[config.mk]
export PLATFORM = sky130hd
export DESIGN_NAME = qstat_irq_agg
export DESIGN_NICKNAME = d
export VERILOG_FILES = /design/src/rtl/qsa_pkg.sv /design/src/rtl/qsa_cond_sel.sv /design/src/rtl/qsa_sticky_bits.sv /design/src/rtl/qsa_flag_group.sv /design/src/rtl/qstat_irq_agg.sv
export SDC_FILE = /design/constraint.sdc
export NUM_CORES = 1
export LEC_CHECK = 0
export BUFFER_PORTS_ARGS = -buffer_cell sky130_fd_sc_hd__buf_2
export CAP_MARGIN = 15
export CORE_ASPECT_RATIO = 0.75
export CORE_MARGIN = 2
export CORE_UTILIZATION = 48
export DETAILED_ROUTE_END_ITERATION = 7
export PLACE_DENSITY = 0.7
export SLEW_MARGIN = 20
export SYNTH_ARGS = -nofsm -noshare
export SYNTH_HDL_FRONTEND = slang
export SYNTH_HIERARCHICAL = 1
export SYNTH_SLANG_ARGS = --single-unit
[constraint.sdc]
create_clock -name clk -period 3 [get_ports clk]
set_input_delay 0.3 -clock clk [delete_from_list [all_inputs] [get_ports clk]]
set_output_delay 0.3 -clock clk [all_outputs]
set_load 0.01 [all_outputs]
[src/rtl/qsa_pkg.sv]
package qsa_pkg;
  localparam int WORD_W      = 32;
  localparam int GRP_Q       = 32;
  localparam int ST_BITS     = 4;
  localparam int CODE_W      = 3;
  localparam int ST_PER_WORD = WORD_W / ST_BITS;
  localparam int ST_WORDS    = GRP_Q / ST_PER_WORD;
  localparam int UO_BITS     = 2;
  localparam int UO_PER_WORD = WORD_W / UO_BITS;
  localparam int UO_WORDS    = GRP_Q / UO_PER_WORD;
  localparam int A_ST        = 0;
  localparam int A_UO        = A_ST + ST_WORDS;
  localparam int A_HNE       = A_UO + UO_WORDS;
  localparam int A_HFULL     = A_HNE + 1;
  localparam int A_SEL       = A_HFULL + 1;
  localparam int A_EN        = A_SEL + ST_WORDS;
  localparam int A_FLG       = A_EN + 2;
  localparam int MAP_WORDS   = A_FLG + 2;
  localparam int ADDR_W      = $clog2(MAP_WORDS) + 1;
  localparam int STICKY_BIT  = 3;

  typedef enum logic [CODE_W-1:0] {
    SRC_EMPTY     = 3'd0,
    SRC_NEMPTY    = 3'd1,
    SRC_NFULL     = 3'd2,
    SRC_FULL      = 3'd3,
    SRC_NOT_EMPTY = 3'd4,
    SRC_NOT_NE    = 3'd5,
    SRC_NOT_NF    = 3'd6,
    SRC_NOT_FULL  = 3'd7
  } src_e;

  // Codes 4..7 are the inverses of codes 0..3.
  function automatic logic src_pick(input logic [ST_BITS-1:0] f, input src_e code);
    logic [CODE_W-1:0] c;
    c = code;
    return f[c[1:0]] ^ c[2];
  endfunction
endpackage

[src/rtl/qsa_cond_sel.sv]
module qsa_cond_sel
  import qsa_pkg::*;
#(
  parameter int NQ = GRP_Q
) (
  input  logic [NQ*ST_BITS-1:0] flags_i,
  input  logic [NQ*CODE_W-1:0]  code_i,
  output logic [NQ-1:0]         cond_o
);
  for (genvar q = 0; q < NQ; q++) begin : g_q
    assign cond_o[q] = src_pick(flags_i[q*ST_BITS +: ST_BITS], src_e'(code_i[q*CODE_W +: CODE_W]));
  end
endmodule

[src/rtl/qsa_sticky_bits.sv]
module qsa_sticky_bits
  import qsa_pkg::*;
(
  input  logic                       clk,
  input  logic                       rst_n,
  input  logic [GRP_Q-1:0]           uf_i,
  input  logic [GRP_Q-1:0]           of_i,
  input  logic [UO_WORDS-1:0]        wsel_i,
  input  logic [WORD_W-1:0]          wdata_i,
  output logic [UO_WORDS*WORD_W-1:0] bits_o
);
  localparam int NB = UO_WORDS * WORD_W;

  logic [NB-1:0] set_v, keep_v, bits_q;

  for (genvar q = 0; q < GRP_Q; q++) begin : g_set
    assign set_v[UO_BITS*q]     = uf_i[q];
    assign set_v[UO_BITS*q + 1] = of_i[q];
  end

  for (genvar w = 0; w < UO_WORDS; w++) begin : g_keep
    assign keep_v[w*WORD_W +: WORD_W] = wsel_i[w] ? wdata_i : '1;
  end

  always_ff @(posedge clk or negedge rst_n) begin
    if (!rst_n) bits_q <= '0;
    else        bits_q <= (bits_q & keep_v) | set_v;
  end

  assign bits_o = bits_q;

  // an event pulse is visible after the edge
  p_event_sets_r2: assert property (@(posedge clk) disable iff (!rst_n)
    (|set_v) |=> ((bits_q & $past(set_v)) == $past(set_v)));

  // without a write no event bit falls
  p_no_drop_r3: assert property (@(posedge clk) disable iff (!rst_n)
    (wsel_i == '0) |=> ((bits_q & $past(bits_q)) == $past(bits_q)));
endmodule

[src/rtl/qsa_flag_group.sv]
module qsa_flag_group #(
  parameter int NQ = 32
) (
  input  logic          clk,
  input  logic          rst_n,
  input  logic [NQ-1:0] cond_i,
  input  logic          sticky_i,
  input  logic          clr_i,
  input  logic [NQ-1:0] clr_mask_i,
  input  logic [NQ-1:0] en_i,
  output logic [NQ-1:0] flags_o,
  output logic          irq_o
);
  logic [NQ-1:0] prev_q, flag_q, rise, clr_v;

  assign rise  = cond_i & ~prev_q;
  assign clr_v = clr_i ? clr_mask_i : '0;

  always_ff @(posedge clk or negedge rst_n) begin
    if (!rst_n) begin
      prev_q <= '0;
      flag_q <= '0;
    end else begin
      prev_q <= cond_i;
      if (sticky_i) flag_q <= (flag_q & ~clr_v) | rise;
      else          flag_q <= cond_i;
    end
  end

  assign flags_o = flag_q;
  assign irq_o   = |(flag_q & en_i);

  // level mode tracks the condition one edge later
  p_level_follow_r7: assert property (@(posedge clk) disable iff (!rst_n)
    !sticky_i |=> (flags_o == $past(cond_i)));

  // sticky flags never drop without a clear
  p_sticky_hold_r8: assert property (@(posedge clk) disable iff (!rst_n)
    (sticky_i && !clr_i) |=> ((flags_o & $past(flags_o)) == $past(flags_o)));

  // an interrupt needs at least one enable
  p_irq_gated_r9: assert property (@(posedge clk) disable iff (!rst_n)
    irq_o |-> (en_i != '0));
endmodule

[src/rtl/qstat_irq_agg.sv]
module qstat_irq_agg
  import qsa_pkg::*;
(
  input  logic                      clk,
  input  logic                      rst_n,
  input  logic [GRP_Q*ST_BITS-1:0]  lo_cond,
  input  logic [GRP_Q-1:0]          uf_evt,
  input  logic [GRP_Q-1:0]          of_evt,
  input  logic [GRP_Q-1:0]          hi_ne,
  input  logic [GRP_Q-1:0]          hi_full,
  input  logic                      reg_we,
  input  logic [ADDR_W-1:0]         reg_addr,
  input  logic [WORD_W-1:0]         reg_wdata,
  output logic [WORD_W-1:0]         reg_rdata,
  output logic                      irq_lo,
  output logic                      irq_hi
);
  logic [ST_WORDS*WORD_W-1:0] sel_q;
  logic [GRP_Q-1:0]           en_lo_q, en_hi_q;
  logic [ST_WORDS-1:0]        sel_we;
  logic [UO_WORDS-1:0]        uo_we;
  logic                       en_lo_we, en_hi_we, fl_lo_we, fl_hi_we;
  logic [GRP_Q*CODE_W-1:0]    codes;
  logic [GRP_Q-1:0]           cond_lo, flags_lo, flags_hi;
  logic [UO_WORDS*WORD_W-1:0] uo_bits;
  logic                       sticky;

  // write decode
  always_comb begin
    for (int k = 0; k < ST_WORDS; k++)
      sel_we[k] = reg_we && (reg_addr == ADDR_W'(A_SEL + k));
    for (int k = 0; k < UO_WORDS; k++)
      uo_we[k] = reg_we && (reg_addr == ADDR_W'(A_UO + k));
  end
  assign en_lo_we = reg_we && (reg_addr == ADDR_W'(A_EN));
  assign en_hi_we = reg_we && (reg_addr == ADDR_W'(A_EN + 1));
  assign fl_lo_we = reg_we && (reg_addr == ADDR_W'(A_FLG));
  assign fl_hi_we = reg_we && (reg_addr == ADDR_W'(A_FLG + 1));

  // control registers
  always_ff @(posedge clk or negedge rst_n) begin
    if (!rst_n) begin
      sel_q   <= '0;
      en_lo_q <= '0;
      en_hi_q <= '0;
    end else begin
      for (int k = 0; k < ST_WORDS; k++)
        if (sel_we[k]) sel_q[k*WORD_W +: WORD_W] <= reg_wdata;
      if (en_lo_we) en_lo_q <= reg_wdata[GRP_Q-1:0];
      if (en_hi_we) en_hi_q <= reg_wdata[GRP_Q-1:0];
    end
  end

  assign sticky = sel_q[STICKY_BIT];

  for (genvar q = 0; q < GRP_Q; q++) begin : g_code
    assign codes[q*CODE_W +: CODE_W] = sel_q[q*ST_BITS +: CODE_W];
  end

  qsa_cond_sel #(.NQ(GRP_Q)) u_cond (
    .flags_i (lo_cond),
    .code_i  (codes),
    .cond_o  (cond_lo)
  );

  qsa_sticky_bits u_uo (
    .clk     (clk),
    .rst_n   (rst_n),
    .uf_i    (uf_evt),
    .of_i    (of_evt),
    .wsel_i  (uo_we),
    .wdata_i (reg_wdata),
    .bits_o  (uo_bits)
  );

  qsa_flag_group #(.NQ(GRP_Q)) u_grp_lo (
    .clk        (clk),
    .rst_n      (rst_n),
    .cond_i     (cond_lo),
    .sticky_i   (sticky),
    .clr_i      (fl_lo_we),
    .clr_mask_i (reg_wdata[GRP_Q-1:0]),
    .en_i       (en_lo_q),
    .flags_o    (flags_lo),
    .irq_o      (irq_lo)
  );

  // upper group source is fixed to nearly-empty
  qsa_flag_group #(.NQ(GRP_Q)) u_grp_hi (
    .clk        (clk),
    .rst_n      (rst_n),
    .cond_i     (hi_ne),
    .sticky_i   (sticky),
    .clr_i      (fl_hi_we),
    .clr_mask_i (reg_wdata[GRP_Q-1:0]),
    .en_i       (en_hi_q),
    .flags_o    (flags_hi),
    .irq_o      (irq_hi)
  );

  // read mux
  always_comb begin
    reg_rdata = '0;
    for (int k = 0; k < ST_WORDS; k++)
      if (reg_addr == ADDR_W'(A_ST + k)) reg_rdata = lo_cond[k*WORD_W +: WORD_W];
    for (int k = 0; k < UO_WORDS; k++)
      if (reg_addr == ADDR_W'(A_UO + k)) reg_rdata = uo_bits[k*WORD_W +: WORD_W];
    for (int k = 0; k < ST_WORDS; k++)
      if (reg_addr == ADDR_W'(A_SEL + k)) reg_rdata = sel_q[k*WORD_W +: WORD_W];
    if (reg_addr == ADDR_W'(A_HNE))     reg_rdata = hi_ne;
    if (reg_addr == ADDR_W'(A_HFULL))   reg_rdata = hi_full;
    if (reg_addr == ADDR_W'(A_EN))      reg_rdata = en_lo_q;
    if (reg_addr == ADDR_W'(A_EN + 1))  reg_rdata = en_hi_q;
    if (reg_addr == ADDR_W'(A_FLG))     reg_rdata = flags_lo;
    if (reg_addr == ADDR_W'(A_FLG + 1)) reg_rdata = flags_hi;
  end

  // the unmapped range reads as zero
  p_unmapped_zero_r10: assert property (@(posedge clk) disable iff (!rst_n)
    (reg_addr >= ADDR_W'(MAP_WORDS)) |-> (reg_rdata == '0));

  // a disabled upper group never interrupts
  p_hi_quiet_r9: assert property (@(posedge clk) disable iff (!rst_n)
    (en_hi_q == '0) |-> !irq_hi);
endmodule

==> impl_results.rst <==
.. list-table::
   :header-rows: 1

   * - Metric
     - Value
   * - Max transition margin
     - 0.265
   * - Num CTS Buffers
     - 42
   * - Total detailed-routing wirelength
     - 103,000 microns
   * - GRT Util Overall
     - 0.455
   * - Final net count
     - 2,654
   * - Data required time at the worst endpoint
     - 2.70 ns
   * - Area occupied by multi-input gates
     - around 11,000 sq um
   * - Die Y
     - 184 microns
   * - Post-route antenna net violation count
     - 0
   * - Placed standard-cell area
     - 23,800 sq um
   * - Power per cell area
     - 628 nW/um^2
   * - Clk Latency, worst-skew pair
     - 0.56 ns
   * - Worst path slowest cell
     - sky130_fd_sc_hd__a211oi_1
   * - Starting utilization of the core area
     - 0.483
   * - Fraction of power spent switching nets
     - 0.331
   * - Number of synthesized flops with an enable pin
     - 0
   * - Proportion of power drawn by combinational gates
     - 0.221
   * - Tightest Pin Transition
     - roughly 1.1 ns
   * - Proportion of synthesized chip area in sequential cells
     - 0.462
   * - Sw Pwr
     - around 5.4 mW
   * - Startpoint type of the worst setup path
     - primary input
   * - Slew Limit Fails
     - 0
   * - H-tree lvl count
     - 2
   * - CP peak stage delay
     - 0.68 ns
   * - I/O Buffers
     - between 300 and 400
   * - Clock-pin slew on the worst setup and hold paths
     - 0.06 ns
   * - Total of fill cells in the finished design
     - 3,632
   * - Layout Cells excl Fill
     - just under 3,000
   * - Family with the most delay on the worst path
     - compound AO/OA/AOI/OAI gates
   * - Gate count after technology mapping
     - between 1,500 and 2,000
   * - Count of endpoints failing hold in the final timing report
     - 0
   * - Placed cell count
     - 2,796
   * - Post-synth cell types
     - 77
   * - TritonCTS clock tree
     - built
   * - Critical path type
     - in -> out
   * - Initial antenna violation count
     - 12
   * - Number of global-route vias before repair
     - between 15,000 and 20,000
   * - First-pass GRT wire length
     - 145,000 microns
   * - Width of the die
     - 244 microns
   * - Final setup skew
     - 0.0218 ns
   * - Die outline area
     - about 45,000 sq um
   * - VDD IR max
     - 586 uV
   * - Share of power burned in the clock network
     - 0.332
   * - IO Count
     - 330
   * - Largest net degree at the start of global routing
     - 130
   * - Cell repeated most along the worst path
     - sky130_fd_sc_hd__buf_2
   * - Mapped Avg Cell Area
     - 11.0 sq um
   * - Max Clock Freq
     - roughly 0.34 GHz
   * - Routed vias
     - 20,376
   * - Syn nets
     - about 2,200
   * - Placer's final routability congestion estimate
     - 1.01
   * - Most used flip-flop cell after synthesis
     - sky130_fd_sc_hd__dfrtp_1
   * - P_int
     - 11.0 mW
   * - Area of the placeable core
     - approximately 43,000 sq um
   * - Global route overflow
     - 0
   * - Fraction of final layout cells sized beyond drive strength 1
     - 0.327
   * - Hold Path Class
     - in -> reg
   * - Area taken by flip-flops and latches
     - 9610 sq um
   * - Layout overhead on the synthesized area
     - 25.9%
   * - DRT iter0 DRCs
     - about 3,600
   * - Number of failing setup endpoints in the final timing report
     - 0
   * - Total non-filler cell area in the finished layout
     - about 26,000 sq um
   * - FP Rows
     - 66
   * - Fin crit period
     - 2.97 ns
   * - Leakage power of the design
     - approximately 11 nW
   * - Syn Std Cell Area
     - roughly 21,000 sq um
   * - Asr flop ratio synth
     - 1.00
   * - Flops & latches, synth
     - 384
   * - Power share of the sequential group
     - 0.446
   * - DP Wirelength
     - between 70,000 and 80,000 microns
   * - Data arrival time of the worst path
     - approximately 2.7 ns
   * - Endpoint kind of the worst setup timing path
     - primary output
   * - Setup bufs post-CTS
     - 0
   * - Total iterations of the first detailed-routing run
     - 8
   * - Portion of the clock cycle consumed by the worst path in the final layout
     - 0.991
   * - Status
     - complete, no violations
   * - Sinks on Clock Net
     - 384
   * - Routed wire per std cell
     - between 30 and 40 microns
   * - Maximum count of clock buffers along a single path
     - 3
   * - Per-cell via count in the routed design
     - 6.86
   * - Clock tree root buffer cell
     - sky130_fd_sc_hd__clkbuf_16
   * - Number of remaining DRC errors
     - 0
   * - Critical path buffer and inverter count
     - 4
   * - Yosys warns
     - 6
   * - Number of maximum-capacitance violations
     - 0
   * - Total negative setup slack
     - 0 ns
   * - RSZ-0062 raised after global routing
     - false
   * - Cell breakdown of the critical path
     - buf_2 > buf_12 > nor2_2 > buf_4 > nand2_1 > a211oi_1 > o311a_1 > buf_2
   * - Crit path max fanout
     - 19
-- power by group through the flow --
stage / Sequential [mW] / Clock [mW] / Combinational [mW]
6_report: 7.35 / 5.47 / 3.64
5_1_grt: 7.40 / 5.69 / 3.78
4_1_cts: 7.26 / 5.47 / 3.49
3_5_place_dp: 7.34 / 0 / 3.38
3_3_place_gp: 7.32 / 0 / 3.32
2_1_floorplan: 6.84 / 0 / 1.90
-- area by class of cell --
type / instances / area share
Clock buffer: 58 / 0.0458
Clock inverter: 14 / 0.00806
Tap cell: 578 / 0.0276
Inverter: 7 / 0.00100
Antenna cell: 5 / 0.000477
Sequential cell: 384 / 0.367
Multi-Input combinational cell: 1364 / 0.401
Timing Repair Buffer: 559 / 0.150
-- path summary, 6_finish.rpt --
kind,start,end,slack (ns),cells after the start
worst max register to register,sel_q[68],u_grp_lo/flags_o[17],0.88,3
worst min-delay path,uf_evt[0],u_uo/bits_o[0],0.05,2
worst max-delay path,reg_addr[3],reg_rdata[29],0.03,8
min in group asynchronous,rst_n,u_grp_hi/prev_q[15],0.25,2
worst min register to register,u_uo/bits_o[32],u_uo/bits_o[32],0.48,1
max in group asynchronous,rst_n,sel_q[88],1.76,3
-- Yosys cell counts, types with 33 or more instances --
library cell | count | area, sq um
sky130_fd_sc_hd__dfrtp_1 | 384 | 9610
sky130_fd_sc_hd__mux2_2 | 174 | 1960
sky130_fd_sc_hd__nand2_1 | 153 | 574
sky130_fd_sc_hd__nand2b_1 | 88 | 551
sky130_fd_sc_hd__a21o_1 | 81 | 608
sky130_fd_sc_hd__buf_2 | 79 | 395
sky130_fd_sc_hd__a21oi_1 | 78 | 390
sky130_fd_sc_hd__nor2_1 | 66 | 248
sky130_fd_sc_hd__a32o_1 | 64 | 641
sky130_fd_sc_hd__o21ai_0 | 64 | 320
sky130_fd_sc_hd__o22ai_1 | 44 | 275
sky130_fd_sc_hd__clkbuf_1 | 37 | 139
sky130_fd_sc_hd__o21a_1 | 35 | 263
sky130_fd_sc_hd__o211ai_1 | 33 | 248
-- per-layer routing --
metal | up-vias | routed length [microns] | GRT usage
met2 | 1638 | 40800 | 0.607
li1 | 8157 | - | -
met3 | 225 | 16400 | 0.184
met1 | 10354 | 42900 | 0.672
met5 | - | 13 | 0
met4 | 2 | 3200 | 0.122
-- cells by family after synthesis --
family	Yosys count	share of synthesized area
AND/OR/NAND/NOR	484	0.125
buffers and inverters	146	0.0352
AO/OA/AOI/OAI	597	0.213
XOR/XNOR	32	0.0135
flip-flops	384	0.462
multiplexers	251	0.151
-- state kept, by name, indices dropped and copies added (netlist names) --
signal,flops
en_hi_q,32
en_lo_q,32
sel_q,128
u_grp_hi/flags_o,32
u_grp_hi/prev_q,32
u_grp_lo/flags_o,32
u_grp_lo/prev_q,32
u_uo/bits_o,64
-- repair_timing --
item,CTS,global route
resized for setup,0,3
hold buffers,96,0
setup endpoints to repair,0,3
endpoints found under the hold margin,146,0
-- stage by stage --
stage	worst slack (ns)	hold slack (ns)	util	total power, mW
2_1_floorplan	0.902	0.00441	-	8.74
3_3_place_gp	0.160	0.251	0.553	10.6
3_5_place_dp	0.169	0.250	0.553	10.7
4_1_cts	0.163	0.0107	0.608	16.2
5_1_grt	0.0421	0.0248	0.608	16.9
6_report	0.0256	0.0469	0.608	16.5
-- worst reg2reg max path: cells and delay by family, from the launching register on --
| kind | cells | cell delay [ns] |
|---|---|---|
| DFF | 1 | 0.40 |
| muxes | 1 | 0.53 |
| AOI/OAI and AO/OA | 1 | 0.25 |
| xor gates and xnor gates | 1 | 0.86 |
-- layout by cell type, fill, tap and decap left out, types with 19 or more instances in the layout --
cell / instances
sky130_fd_sc_hd__o21a_1: 35
sky130_fd_sc_hd__mux2_2: 174
sky130_fd_sc_hd__a32o_1: 64
sky130_fd_sc_hd__a21oi_1: 78
sky130_fd_sc_hd__nor2b_1: 19
sky130_fd_sc_hd__mux4_2: 32
sky130_fd_sc_hd__nor2_1: 66
sky130_fd_sc_hd__o211ai_1: 33
sky130_fd_sc_hd__nand2_1: 153
sky130_fd_sc_hd__o22ai_1: 44
sky130_fd_sc_hd__and3_1: 23
sky130_fd_sc_hd__buf_4: 112
sky130_fd_sc_hd__nand2b_1: 88
sky130_fd_sc_hd__dlygate4sd3_1: 96
sky130_fd_sc_hd__buf_12: 24
sky130_fd_sc_hd__a21o_1: 81
sky130_fd_sc_hd__nor3_1: 26
sky130_fd_sc_hd__buf_2: 326
sky130_fd_sc_hd__xor2_1: 32
sky130_fd_sc_hd__mux2i_1: 29
sky130_fd_sc_hd__a22oi_1: 32
sky130_fd_sc_hd__dfrtp_1: 383
sky130_fd_sc_hd__clkbuf_16: 42
sky130_fd_sc_hd__a221oi_1: 25
sky130_fd_sc_hd__o21ai_0: 64
Power figures use the tool's default switching activity.
